### config.mk
export PLATFORM = sky130hd
export DESIGN_NAME = pwm_tmr_core
export DESIGN_NICKNAME = d
export VERILOG_FILES = /design/src/rtl/pwm_tmr_pkg.sv /design/src/rtl/pwm_tmr_regs.sv /design/src/rtl/pwm_tmr_timebase.sv /design/src/rtl/pwm_tmr_postscale.sv /design/src/rtl/pwm_tmr_wave.sv /design/src/rtl/pwm_tmr_core.sv
export SDC_FILE = /design/constraint.sdc
export NUM_CORES = 1
export LEC_CHECK = 0
export CAP_MARGIN = 10
export CORE_ASPECT_RATIO = 1.1
export CORE_UTILIZATION = 35
export DETAILED_ROUTE_END_ITERATION = 8
export RECOVER_POWER = 25
export SLEW_MARGIN = 20
export SYNTH_ARGS = -nofsm -noshare
export SYNTH_HDL_FRONTEND = slang
export SYNTH_SLANG_ARGS = --single-unit
### constraint.sdc
create_clock -name clk -period 2.8 [get_ports clk]
set_input_delay 0.42 -clock clk [delete_from_list [all_inputs] [get_ports clk]]
set_output_delay 0.42 -clock clk [all_outputs]
set_load 0.05 [all_outputs]
### src/rtl/pwm_tmr_pkg.sv
package pwm_tmr_pkg;

    // Mode code that enables waveform generation
    localparam logic [3:0] WAVE_ENABLE_CODE = 4'b1100;

    // Register select values
    localparam int ADR_PERIOD   = 0;
    localparam int ADR_DUTY_HI  = 1;
    localparam int ADR_WAVE_CTL = 2;
    localparam int ADR_TMR_CTL  = 3;
    localparam int ADR_TMR_CNT  = 4;

    typedef enum logic [1:0] {
        WV_OFF,
        WV_ARM,
        WV_HIGH,
        WV_LOW
    } wave_state_e;

    typedef enum logic [1:0] {
        PS_DIV1   = 2'b00,
        PS_DIV4   = 2'b01,
        PS_DIV16A = 2'b10,
        PS_DIV16B = 2'b11
    } psc_sel_e;

endpackage

### src/rtl/pwm_tmr_regs.sv
module pwm_tmr_regs
    import pwm_tmr_pkg::*;
#(
    parameter int TMR_W  = 8,
    parameter int SUB_W  = 2,
    parameter int POST_W = 4,
    parameter int ADDR_W = 3
) (
    input  logic              clk,
    input  logic              rst_n,
    input  logic              wr_en,
    input  logic [ADDR_W-1:0] wr_addr,
    input  logic [TMR_W-1:0]  wr_data,
    output logic [TMR_W-1:0]  period_q,
    output logic [TMR_W-1:0]  duty_hi_q,
    output logic [SUB_W-1:0]  duty_lo_q,
    output logic [3:0]        mode_q,
    output psc_sel_e          psc_sel_q,
    output logic              tmr_on_q,
    output logic [POST_W-1:0] post_sel_q,
    output logic              tmr_wr,
    output logic [TMR_W-1:0]  tmr_wdata
);

    localparam int LO_LSB   = 4;
    localparam int ON_BIT   = 2;
    localparam int POST_LSB = 3;

    logic sel_period, sel_duty, sel_wave, sel_tctl, sel_tcnt;

    always_comb begin
        sel_period = wr_en && (wr_addr == ADDR_W'(ADR_PERIOD));
        sel_duty   = wr_en && (wr_addr == ADDR_W'(ADR_DUTY_HI));
        sel_wave   = wr_en && (wr_addr == ADDR_W'(ADR_WAVE_CTL));
        sel_tctl   = wr_en && (wr_addr == ADDR_W'(ADR_TMR_CTL));
        sel_tcnt   = wr_en && (wr_addr == ADDR_W'(ADR_TMR_CNT));
    end

    // Timer load is passed straight through so it acts on the write edge
    assign tmr_wr    = sel_tcnt;
    assign tmr_wdata = wr_data;

    always_ff @(posedge clk or negedge rst_n) begin
        if (!rst_n) begin
            period_q   <= '0;
            duty_hi_q  <= '0;
            duty_lo_q  <= '0;
            mode_q     <= '0;
            psc_sel_q  <= PS_DIV1;
            tmr_on_q   <= 1'b0;
            post_sel_q <= '0;
        end else begin
            if (sel_period) begin
                period_q <= wr_data;
            end
            if (sel_duty) begin
                duty_hi_q <= wr_data;
            end
            if (sel_wave) begin
                mode_q    <= wr_data[3:0];
                duty_lo_q <= wr_data[LO_LSB +: SUB_W];
            end
            if (sel_tctl) begin
                psc_sel_q  <= psc_sel_e'(wr_data[1:0]);
                tmr_on_q   <= wr_data[ON_BIT];
                post_sel_q <= wr_data[POST_LSB +: POST_W];
            end
        end
    end

    logic unused_ctl_bits;
    assign unused_ctl_bits = ^wr_data[TMR_W-1:POST_LSB+POST_W];

endmodule

### src/rtl/pwm_tmr_timebase.sv
module pwm_tmr_timebase
    import pwm_tmr_pkg::*;
#(
    parameter int TMR_W = 8,
    parameter int SUB_W = 2,
    parameter int PSC_W = 4
) (
    input  logic                   clk,
    input  logic                   rst_n,
    input  logic                   tmr_on,
    input  psc_sel_e               psc_sel,
    input  logic [TMR_W-1:0]       period,
    input  logic                   tmr_wr,
    input  logic [TMR_W-1:0]       tmr_wdata,
    output logic [TMR_W+SUB_W-1:0] ext_cnt,
    output logic                   step_end,
    output logic                   match,
    output logic [TMR_W-1:0]       tmr_q
);

    localparam int MID_DIV = 4;

    logic [PSC_W-1:0] psc_q;
    logic [SUB_W-1:0] sub_q;
    logic [PSC_W-1:0] psc_lim;
    logic             tick;

    // Prescale limit (divide minus one) per select code
    always_comb begin
        unique case (psc_sel)
            PS_DIV1:   psc_lim = '0;
            PS_DIV4:   psc_lim = PSC_W'(MID_DIV - 1);
            PS_DIV16A: psc_lim = '1;
            PS_DIV16B: psc_lim = '1;
            default:   psc_lim = '1;
        endcase
    end

    always_comb begin
        step_end = tmr_on && !tmr_wr && (psc_q >= psc_lim);
        tick     = step_end && (sub_q == '1);
        match    = tick && (tmr_q == period);
        ext_cnt  = {tmr_q, sub_q};
    end

    always_ff @(posedge clk or negedge rst_n) begin
        if (!rst_n) begin
            psc_q <= '0;
            sub_q <= '0;
            tmr_q <= '0;
        end else if (tmr_wr) begin
            psc_q <= '0;
            sub_q <= '0;
            tmr_q <= tmr_wdata;
        end else if (tmr_on) begin
            if (step_end) begin
                psc_q <= '0;
                sub_q <= sub_q + SUB_W'(1);
                if (tick) begin
                    tmr_q <= match ? '0 : tmr_q + TMR_W'(1);
                end
            end else begin
                psc_q <= psc_q + PSC_W'(1);
            end
        end
    end

endmodule

### src/rtl/pwm_tmr_postscale.sv
module pwm_tmr_postscale #(
    parameter int POST_W = 4
) (
    input  logic              clk,
    input  logic              rst_n,
    input  logic              match,
    input  logic              clr,
    input  logic [POST_W-1:0] post_sel,
    output logic              irq_pulse
);

    logic [POST_W-1:0] cnt_q;
    logic              fire;

    always_comb begin
        fire = match && !clr && (cnt_q >= post_sel);
    end

    always_ff @(posedge clk or negedge rst_n) begin
        if (!rst_n) begin
            cnt_q     <= '0;
            irq_pulse <= 1'b0;
        end else begin
            irq_pulse <= fire;
            if (clr) begin
                cnt_q <= '0;
            end else if (match) begin
                cnt_q <= fire ? '0 : cnt_q + POST_W'(1);
            end
        end
    end

endmodule

### src/rtl/pwm_tmr_wave.sv
module pwm_tmr_wave
    import pwm_tmr_pkg::*;
#(
    parameter int DUTY_W = 10
) (
    input  logic              clk,
    input  logic              rst_n,
    input  logic              mode_ok,
    input  logic              match,
    input  logic              step_end,
    input  logic [DUTY_W-1:0] ext_cnt,
    input  logic [DUTY_W-1:0] duty_in,
    output logic [DUTY_W-1:0] duty_shadow,
    output logic              pwm_out
);

    localparam int EXT_W = DUTY_W + 1;

    wave_state_e state_q, state_d;
    logic        hit;
    logic        next_on;

    // Shadow duty is refreshed only at a period boundary
    always_ff @(posedge clk or negedge rst_n) begin
        if (!rst_n) begin
            duty_shadow <= '0;
        end else if (match) begin
            duty_shadow <= duty_in;
        end
    end

    always_comb begin
        hit     = step_end &&
                  (({1'b0, ext_cnt} + EXT_W'(1)) == {1'b0, duty_shadow});
        next_on = (duty_in != '0);
    end

    always_comb begin
        state_d = state_q;
        if (!mode_ok) begin
            state_d = WV_OFF;
        end else begin
            unique case (state_q)
                WV_OFF: begin
                    state_d = WV_ARM;
                end
                WV_ARM: begin
                    if (match) state_d = next_on ? WV_HIGH : WV_LOW;
                end
                WV_HIGH: begin
                    if (match)    state_d = next_on ? WV_HIGH : WV_LOW;
                    else if (hit) state_d = WV_LOW;
                end
                WV_LOW: begin
                    if (match) state_d = next_on ? WV_HIGH : WV_LOW;
                end
                default: state_d = WV_OFF;
            endcase
        end
    end

    always_ff @(posedge clk or negedge rst_n) begin
        if (!rst_n) begin
            state_q <= WV_OFF;
        end else begin
            state_q <= state_d;
        end
    end

    always_comb begin
        pwm_out = (state_q == WV_HIGH);
    end

endmodule

### src/rtl/pwm_tmr_core.sv
module pwm_tmr_core
    import pwm_tmr_pkg::*;
#(
    parameter int TMR_W  = 8,
    parameter int SUB_W  = 2,
    parameter int PSC_W  = 4,
    parameter int POST_W = 4,
    parameter int ADDR_W = 3
) (
    input  logic              clk,
    input  logic              rst_n,
    input  logic              wr_en,
    input  logic [ADDR_W-1:0] wr_addr,
    input  logic [TMR_W-1:0]  wr_data,
    output logic              pwm_out,
    output logic              irq_pulse
);

    localparam int DUTY_W = TMR_W + SUB_W;

    logic [TMR_W-1:0]  period_q;
    logic [TMR_W-1:0]  duty_hi_q;
    logic [SUB_W-1:0]  duty_lo_q;
    logic [3:0]        mode_q;
    psc_sel_e          psc_sel_q;
    logic              tmr_on_q;
    logic [POST_W-1:0] post_sel_q;
    logic              tmr_wr;
    logic [TMR_W-1:0]  tmr_wdata;
    logic [DUTY_W-1:0] ext_cnt;
    logic              step_end;
    logic              match;
    logic [TMR_W-1:0]  tmr_q;
    logic [DUTY_W-1:0] duty_shadow;
    logic              mode_ok;

    assign mode_ok = (mode_q == WAVE_ENABLE_CODE);

    pwm_tmr_regs #(
        .TMR_W (TMR_W),
        .SUB_W (SUB_W),
        .POST_W(POST_W),
        .ADDR_W(ADDR_W)
    ) u_regs (
        .clk       (clk),
        .rst_n     (rst_n),
        .wr_en     (wr_en),
        .wr_addr   (wr_addr),
        .wr_data   (wr_data),
        .period_q  (period_q),
        .duty_hi_q (duty_hi_q),
        .duty_lo_q (duty_lo_q),
        .mode_q    (mode_q),
        .psc_sel_q (psc_sel_q),
        .tmr_on_q  (tmr_on_q),
        .post_sel_q(post_sel_q),
        .tmr_wr    (tmr_wr),
        .tmr_wdata (tmr_wdata)
    );

    pwm_tmr_timebase #(
        .TMR_W(TMR_W),
        .SUB_W(SUB_W),
        .PSC_W(PSC_W)
    ) u_timebase (
        .clk      (clk),
        .rst_n    (rst_n),
        .tmr_on   (tmr_on_q),
        .psc_sel  (psc_sel_q),
        .period   (period_q),
        .tmr_wr   (tmr_wr),
        .tmr_wdata(tmr_wdata),
        .ext_cnt  (ext_cnt),
        .step_end (step_end),
        .match    (match),
        .tmr_q    (tmr_q)
    );

    pwm_tmr_postscale #(
        .POST_W(POST_W)
    ) u_post (
        .clk      (clk),
        .rst_n    (rst_n),
        .match    (match),
        .clr      (tmr_wr),
        .post_sel (post_sel_q),
        .irq_pulse(irq_pulse)
    );

    pwm_tmr_wave #(
        .DUTY_W(DUTY_W)
    ) u_wave (
        .clk        (clk),
        .rst_n      (rst_n),
        .mode_ok    (mode_ok),
        .match      (match),
        .step_end   (step_end),
        .ext_cnt    (ext_cnt),
        .duty_in    ({duty_hi_q, duty_lo_q}),
        .duty_shadow(duty_shadow),
        .pwm_out    (pwm_out)
    );

endmodule

* Word level (Yosys, flattened, before mapping)
Cells that the tools add are included.
** Word-level totals
- Bits in registers :: 60
- Output and inout port bits :: 2
- Logic and storage cells :: 84
** Operators by class
- Add/subtract/negate cells :: 5
- $lt $le $gt $ge :: 2
- Equality and inequality tests :: 16
- Muxes and demuxes :: 21
- Reductions and logical operators :: 26
** Operators by type and width (count)
- two-way mux 8 bit :: 5
- two-way mux 4 bit :: 6
- two-way mux 2 bit :: 7
- logical AND 1 bit :: 12
- one-hot mux 4 bit (3 select lines) :: 1
- adder 10 x 1 -> 11 bit, second input constant :: 1
- == test 11 x 10 -> 1 bit :: 1
- == test 2 bit, second input constant :: 5
- nonzero test 10 bit :: 1
- adder 4 x 1 -> 4 bit, second input constant :: 2
- adder 8 x 1 -> 8 bit, second input constant :: 1
- == test 8 bit :: 1
- greater-or-equal comparator 4 bit :: 2
- nonzero test 2 bit :: 4
- == test 3 x 2 -> 1 bit, second input constant :: 2
- one-hot mux 2 bit (3 select lines) :: 1
- == test 2 x 1 -> 1 bit, second input constant :: 2
- == test 4 bit, second input constant :: 1
- logical NOT 2 bit :: 2
- != test 4 bit, second input constant :: 1
- AND reduction 2 bit :: 2
- OR reduction 2 bit :: 2
- == test 3 x 1 -> 1 bit, second input constant :: 1
- == test 3 bit, second input constant :: 1
- 6 further kinds :: 6

* Depth between registers and ports, before layout
Gate-level depths: netlist of run 1.
- Depth after elaboration :: 12
- Mapped depth :: 10
- Mapped depth without buffers :: 8

* Cells and area by module
Synthesis of run 1 repeated with hierarchy kept, for this count alone.
** Second synthesis, totals
- Cell total of the unflattened synthesis :: 314
- Area, all modules :: 3463.3 um^2
** By module, submodules not included
- pwm_tmr_regs :: times used 1, cells an instance 74, area each 1183.6 um^2, sequential area each 725.7 um^2
- pwm_tmr_timebase :: times used 1, cells an instance 127, area each 1099.8 um^2, sequential area each 350.3 um^2
- pwm_tmr_wave :: times used 1, cells an instance 76, area each 799.5 um^2, sequential area each 300.3 um^2
- pwm_tmr_postscale :: times used 1, cells an instance 36, area each 367.9 um^2, sequential area each 125.1 um^2
- pwm_tmr_core :: times used 1, cells an instance 1, area each 12.5 um^2, sequential area each 0.0 um^2

* Least setup slack after synthesis of run 1
No wires, ideal clock.
- Kind :: register to register
- From :: register u_regs.psc_sel_q[1]
- To :: register u_wave.duty_shadow[4]
- Setup time :: 0.125 ns
- Data arrival time :: 2.291 ns
- Required time :: 2.675 ns
- Slack :: 0.383 ns
- Stages on the path, launching flop included :: 10
- Clock period less this slack :: 2.417 ns
- Cells stage by stage :: dfrtp_1 -> or2_2 -> ha_1 -> nand2b_4 -> a2111oi_4 -> nor2_1 -> and3_1 -> buf_6 -> buf_12 -> mux2_4
** On the way
- Cells in the longest elaborated chain, start to end :: 7
- Elaborated cells between the ends (all ways) :: 10
** RTL lines
- start: declaration :: RTL line pwm_tmr_regs.sv:18 : output psc_sel_e psc_sel_q,
- start signal: assignment :: RTL line pwm_tmr_regs.sv:64 : psc_sel_q <= psc_sel_e'(wr_data[1:0]);
- == test 2 bit :: RTL line pwm_tmr_timebase.sv:30 : unique case (psc_sel)
- OR reduction 2 bit (no line)
- one-hot mux 4 bit (3 select lines) * :: RTL line pwm_tmr_timebase.sv:30
- greater-or-equal comparator 4 bit * :: RTL line pwm_tmr_timebase.sv:40 : step_end = tmr_on && !tmr_wr && (psc_q >= psc_lim);
- logical AND 1 bit * :: RTL line pwm_tmr_timebase.sv:40
- logical AND 1 bit * :: RTL line pwm_tmr_timebase.sv:41 : tick = step_end && (sub_q == '1);
- logical AND 1 bit * :: RTL line pwm_tmr_timebase.sv:42 : match = tick && (tmr_q == period);
- end signal: assignment :: RTL line pwm_tmr_wave.sv:28 : duty_shadow <= duty_in;
- end: declaration :: RTL line pwm_tmr_wave.sv:13 : output logic [DUTY_W-1:0] duty_shadow,
Every way passes the cells marked *; elsewhere a longest branch is shown, timed or not.
A chain may end at the register's enable or synchronous reset.

* Worst setup path after layout of run 1
- From :: register u_regs.psc_sel_q[1]
- To :: register u_wave.duty_shadow[7]
The elaborated chain is that of the path after synthesis.

==> reports/metrics.csv, run 1 <==
metric;value;unit
CTS tree;built;
Period minus WS final;2603;ps
Max Clk Rate;384.1;MHz
Layout Skew;7.612;ps
commonest cells in the netlist;dfrtp_1, mux2_2, nand2_1, nor2_1, xnor2_1;
total grt overflow;0;
slowest stage delay, CP;460;ps
CP Cell Sequence;or2_2 > ha_1 > nand2b_4 > a2111oi_4 > nor2_1 > and3_1 > mux2_4;
share of the synthesized area in the top cell type;0.4407;
largest net degree at the start of global routing;34;
sequential power share;0.411;
CORE AREA;9398;um^2
clk slew on worst S/H paths;70;ps
DP Area;3681;um^2
clock group share of total power;0.303;
Async SR Flop Fraction;1.000;
Worst-Margin Slew;1615;ps
synthesized area per cell;11.47;um^2
Final Max Tran Viols;29;
R2R setup slack;200;ps
internal power;2.060;mW
drt pass-1 iters;4;
ratio of cells with drive above 1 in the final layout;0.2677;
Static Leak;1.689;nW
slowest CP cell;and3_1;
Critical Path AT;2830;ps
final wirelength;7.582;mm
worst r2r src;u_regs.psc_sel_q[1];
Worst slew margin;-0.07653;
Die ar.;10130;um^2
R2R Path End;u_wave.duty_shadow[7];
Place WS;176.6;ps
area grow syn2layout;14.47;%
post-route cell area;3900;um^2
CP required;3030;ps
Port Buf Inserts;15;
worst setup path startpoint;u_regs.psc_sel_q[1];
CTS Buf Count;9;
initial core utilization;0.3625;
Worst setup SP type;register;
vias in the first global route;2452;
I/O pin count;16;
Synth area leader;dfrtp_1;
WS Path Type;reg2reg;
failing checks;max-capacitance violations, max-slew violations;
# H-tree levels;3;
Comb pwr share;0.287;
number of enable flip-flop cells after synthesis;0;
setup ws final;196.5;ps
Power Density;777.9;nW/um^2
Netlist cell types;55;
DRC viols;0;
PostCTS Resize Cnt;0;
Final period util;0.9298;
Synth Flop Type;dfrtp_1;
Post-CTS Hold Fix Bufs;0;
maximum fanout along the worst path;15;
endpoints failing setup;0;
Antenna diodes;0;
sequential share of the synthesized area;0.4407;
Levels on crit path;7;
GRT Total Usage;0.1730;
Yosys warning count;0;
later-pin clock latency in the skew report;350;ps
Root Buffer;clkbuf_8;
Hold Crit Class;in2async;
global-route wire length before repair;12.79;mm
Mapped Cells;297;
CTS max path bufs;2;
HPWL after DPL;5.569;mm
Final nets;346;
unrepaired setup endpoints after global routing;no;
post-layout util;0.4150;
#FFs+latches synth;60;
Site Rows;37;
Post-Syn Area;3407;um^2
Post-Syn Nets;323;
CP endpoint kind;register;
Setup TNS Final;0;ps
initial antenna violation count;0;
Sw Pwr;0.9737;mW
RePlAce Congestion;0.8650;
Switching Share;0.3209;
Iteration-0 DRC Markers;189;
CP Buf/Inv Count;0;
# Post-CTS Setup Buffers;0;
Vias/cell;5.321;
status;complete, but fails checks;
die height;105.5;um
most frequent cell after synthesis;dfrtp_1;
worst r2r path cells;7;
CTS sink cnt;60;
DRT antenna net count;0;
final hold vios;0;
DR vias;2352;
synth top area cells;dfrtp_1, mux2_2, ha_1, xnor2_1, xnor2_2;
Die W;96.07;um
Crit path max-delay family;simple AND/OR/NAND/NOR gates;
maximum VDD drop;0.2670;mV
Wirelength per Cell;17.15;um
max-cap violations;1;
worst max-delay path by stage:
stage | slack (ps) | end
global route | 40 | u_wave.duty_shadow[6]
CTS | 180 | u_wave.duty_shadow[8]
detailed placement | 180 | u_wave.duty_shadow[8]
floorplan | 380 | u_wave.duty_shadow[4]
finish | 200 | u_wave.duty_shadow[7]
global placement | 250 | u_wave.duty_shadow[7]
cell type report:
| cell class | instances | area, um^2 |
|---|---|---|
| timing repair buffer | 29 | 246.5 |
| tap | 117 | 146.4 |
| sequential | 60 | 1501 |
| clock buffer | 12 | 165.2 |
| clock inverter | 4 | 70.07 |
| fill | 922 | 5498 |
| multi-input combinational | 208 | 1725 |
| inverter | 12 | 45.04 |
sequential cells by signal, indices dropped and copies added (netlist names):
signal,count
u_timebase.psc_q,4
u_regs.tmr_on_q,1
u_timebase.sub_q,2
u_post.cnt_q,4
u_wave.state_q,2
u_regs.duty_lo_q,2
u_regs.post_sel_q,4
u_post.irq_pulse,1
u_regs.mode_q,4
u_regs.psc_sel_q,2
u_regs.duty_hi_q,8
u_regs.period_q,8
u_wave.duty_shadow,10
u_timebase.tmr_q,8
layout by cell type, fill, tap and decap left out, types with 3 or more instances in the layout:
master / n
dfrtp_1: 60
mux2_2: 34
nand2_1: 23
nor2_1: 14
xnor2_1: 14
clkdlybuf4s50_1: 14
buf_4: 13
inv_1: 12
ha_1: 12
clkbuf_8: 12
o21ai_0: 10
nand3_1: 9
a21oi_1: 8
xnor2_2: 6
xor2_1: 6
nor3_1: 5
o211ai_1: 5
nor2b_1: 4
nand2b_1: 4
mux2_4: 4
a22oi_1: 4
and3_1: 3
nand4_1: 3
or4_1: 3
layer usage:
layer,vias to the layer above,track usage,routed length (um)
li1,1101,-,-
met1,1195,0.2216,3373
met2,42,0.2746,3746
met3,14,0.03247,274
met4,0,0.08742,188
met5,-,0,0
worst register-to-register path, cell delays in order, from the launching register on:
cell       delay, ps
dfrtp_1          400
or2_2            320
ha_1             270
nand2b_4         150
a2111oi_4        370
nor2_1           110
and3_1           460
mux2_4           400
power by group through the flow:
stage               registers, mW  clock network [mW]  logic [mW]
finish                       1.25               0.918       0.870
global route                 1.27               0.974       0.970
CTS                          1.25               0.935       0.881
detailed placement           1.26                   0       0.879
global placement             1.26                   0       0.853
floorplan                    1.16                   0       0.770
logic make-up (layout without fill, tap and decap cells):
family	Yosys count	after routing	synth area share
AO/OA/AOI/OAI	44	44	0.09402
AND/OR/NAND/NOR	87	87	0.1553
multiplexers	39	39	0.1329
XOR/XNOR	26	26	0.08006
flip-flops	60	60	0.4407
adder cells (fa/ha/maj)	12	12	0.04407
buffers and inverters	29	57	0.05288
through the flow:
stage | hold slack [ps] | instances | power (mW)
6_report | 464.0 | 442 | 3.034
3_5_place_dp | 474.2 | 426 | 2.136
2_1_floorplan | 124.4 | 297 | 1.931
5_1_grt | 520.9 | 442 | 3.218
3_3_place_gp | 479.7 | 426 | 2.108
4_1_cts | 125.2 | 442 | 3.063
No activity file was read; power rests on OpenSTA's default activity.
==> run 2: changes to the inputs <==
Settings changed: CORE_UTILIZATION 35 to 50, PLACE_DENSITY set to 0.66, SETUP_SLACK_MARGIN set to 0.2.
==> run 2 against run 1 <==
Net effect: the flow still finishes with violations (max-capacitance violations, max-slew violations); die area down 29%; clock-buffer cell count down 1; clock skew is 0.58 ps higher; global-route usage increased by 5.0 points; sequential power barely moved; core utilization rose by 16 points; cell count fell by 7.9%; combinational power is 7.8% lower; cell area shrank 2.5%; wire length is 7.1% lower; critical path depth stayed put.
==> reports/metrics.csv, run 2 (synthesis results as in run 1) <==
metric;value;unit;change
initial antenna violation count;0;;unchanged
Final period util;0.8762;;was 0.9298
Worst-Margin Slew;1824;ps;was 1615 ps
DRT antenna net count;0;;unchanged
post-layout util;0.5765;;was 0.4150
Root Buffer;clkbuf_8;;unchanged
Vias/cell;5.722;;was 5.321
Comb pwr share;0.284;;was 0.287
Post-CTS Hold Fix Bufs;0;;unchanged
CP Cell Sequence;or2_2 > ha_1 > nand2b_4 > a2111oi_4 > nor2_1 > and3_2 > mux2_4;;was or2_2 > ha_1 > nand2b_4 > a2111oi_4 > nor2_1 > and3_1 > mux2_4
ratio of cells with drive above 1 in the final layout;0.2585;;was 0.2677
post-route insts no fill;407;;was 442
slowest CP cell;dfrtp_1;;was and3_1
GRT Total Usage;0.2230;;was 0.1730
Largest register FFs;10;;unchanged
filler cell count;597;;was 922
max-cap violations;1;;unchanged
Worst setup SP type;register;;unchanged
internal power;1.879;mW;was 2.060 mW
Site Rows;31;;was 37
Iteration-0 DRC Markers;124;;was 189
Final nets;346;;unchanged
Post-Place Cells;389;;was 426
Die W;80.71;um;was 96.07 um
Worst slew margin;-0.2163;;was -0.07653
drt pass-1 iters;4;;unchanged
WS Path Type;reg2reg;;unchanged
CORE AREA;6594;um^2;was 9398 um^2
CP required;3030;ps;about the same
Crit path max-delay family;simple AND/OR/NAND/NOR gates;;unchanged
largest net degree at the start of global routing;35;;was 34
total grt overflow;0;;unchanged
I/O pin count;16;;unchanged
maximum VDD drop;0.4455;mV;was 0.2670 mV
vias in the first global route;2216;;was 2452
CP Buf/Inv Count;0;;unchanged
clk slew on worst S/H paths;70;ps;about the same
later-pin clock latency in the skew report;340;ps;was 350 ps
Final Max Tran Viols;35;;was 29
failing checks;max-capacitance violations, max-slew violations;;unchanged
DP Area;3610;um^2;was 3681 um^2
final hold vios;0;;unchanged
Wirelength per Cell;17.31;um;was 17.15 um
status;complete, but fails checks;;unchanged
CTS max path bufs;2;;unchanged
CTS tree;built;;unchanged
maximum fanout along the worst path;15;;unchanged
Port Buf Inserts;15;;unchanged
sequential power share;0.451;;was 0.411
CTS Buf Count;9;;unchanged
Place WS;222.5;ps;was 176.6 ps
largest register by flop count;u_wave.duty_shadow;;unchanged
initial core utilization;0.5167;;was 0.3625
unrepaired setup endpoints after global routing;no;;unchanged
Max Clk Rate;407.6;MHz;was 384.1 MHz
most frequent cells in the layout;dfrtp_1, mux2_2, nand2_1;;unchanged
Critical Path AT;2680;ps;was 2830 ps
Setup TNS Final;0;ps;unchanged
RePlAce Congestion;0.8248;;was 0.8650
Final Power;2.825;mW;was 3.034 mW
Die ar.;7148;um^2;was 10130 um^2
setup ws final;346.5;ps;was 196.5 ps
Sw Pwr;0.9453;mW;was 0.9737 mW
Hold Crit Class;reg2reg;;was in2async
Layout Skew;8.191;ps;was 7.612 ps
slowest stage delay, CP;400;ps;was 460 ps
Power Density;743.1;nW/um^2;was 777.9 nW/um^2
global-route wire length before repair;11.54;mm;was 12.79 mm
# H-tree levels;3;;unchanged
HPWL after DPL;5.205;mm;was 5.569 mm
final wirelength;7.046;mm;was 7.582 mm
die height;88.58;um;was 105.5 um
post-route cell area;3801;um^2;was 3900 um^2
CP endpoint kind;register;;unchanged
Static Leak;1.650;nW;was 1.689 nW
Antenna diodes;0;;unchanged
area grow syn2layout;11.57;%;was 14.47%
Switching Share;0.3347;;was 0.3209
most common library cell in the layout ignoring fill and taps;dfrtp_1;;unchanged
Hold Worst Slack;502.2;ps;was 464.0 ps
clock group share of total power;0.265;;was 0.303
CTS sink cnt;60;;unchanged
Period minus WS final;2453;ps;was 2603 ps
endpoints failing setup;0;;unchanged
DRC viols;0;;unchanged
DR vias;2329;;was 2352
## run 2: cell types whose count changed in the layout (fill, tap and decap cells not counted), sizes merged
cell	delta
buf	-1
clkinvlp	+1
bufinv	-1
clkinv	+1
## run 2: path summary, 6_finish.rpt
kind                                     startpoint  slack [ps]  cells after the start               endpoint
worst min register to register  u_regs.psc_sel_q[0]         500                      1    u_regs.psc_sel_q[0]
worst max register to register  u_regs.psc_sel_q[1]         350                      7  u_wave.duty_shadow[7]
worst max-delay path            u_regs.psc_sel_q[1]         350                      7  u_wave.duty_shadow[7]
worst min-delay path            u_regs.psc_sel_q[0]         500                      1    u_regs.psc_sel_q[0]
max in group asynchronous                     rst_n        1060                      2     u_regs.period_q[4]
min in group asynchronous                     rst_n         510                      2    u_timebase.psc_q[1]
## run 2: area by class of cell
cell class	instances	area (um^2)	share of cell area
clock inverters	5	52.55	0.01382
inverters	12	45.04	0.01185
repair buffers	29	241.5	0.06353
clock buffers	11	131.4	0.03456
flip-flops and latches	60	1501	0.3950
multi-input cells	208	1727	0.4542
well taps	82	102.6	0.02699
## run 2: repair_timing
action,CTS,global route
resized for setup,0,1
endpoints found under the hold margin,0,0
setup endpoints to repair,0,15
buffers inserted,0,2
## run 2: routing by layer
metal  up-vias  part of all wire  GRT usage
met3        16             0.038    0.03918
met1      1160              0.46     0.2975
li1       1103                 -          -
met4         0             0.033     0.1234
met5         -                 0          0
met2        50              0.46     0.3451
## run 2: power groups by stage
stage | sequential [mW] | clock, mW | combinational [mW]
after floorplan | 1.16 | 0 | 0.770
after global placement | 1.28 | 0 | 0.788
after detailed placement | 1.29 | 0 | 0.805
after CTS | 1.27 | 0.770 | 0.811
after global routing | 1.30 | 0.799 | 0.892
final | 1.27 | 0.748 | 0.802
==> run 3: changes to the inputs <==
--- a/config.mk
+++ b/config.mk
@@ -6,5 +6,5 @@
 export NUM_CORES = 1
 export LEC_CHECK = 0
-export CAP_MARGIN = 10
+export CAP_MARGIN = 20
 export CORE_ASPECT_RATIO = 1.1
 export CORE_UTILIZATION = 50
==> constraint.sdc (replaced) <==
create_clock -name clk -period 2.8 [get_ports clk]
set_input_delay 0.42 -clock clk [delete_from_list [all_inputs] [get_ports clk]]
set_output_delay 0.42 -clock clk [all_outputs]
set_load 0.02 [all_outputs]
==> results of run 3 <==
Same layout as run 2 (identical final DEF). Status: complete, but fails checks: max-capacitance violations, max-slew violations.
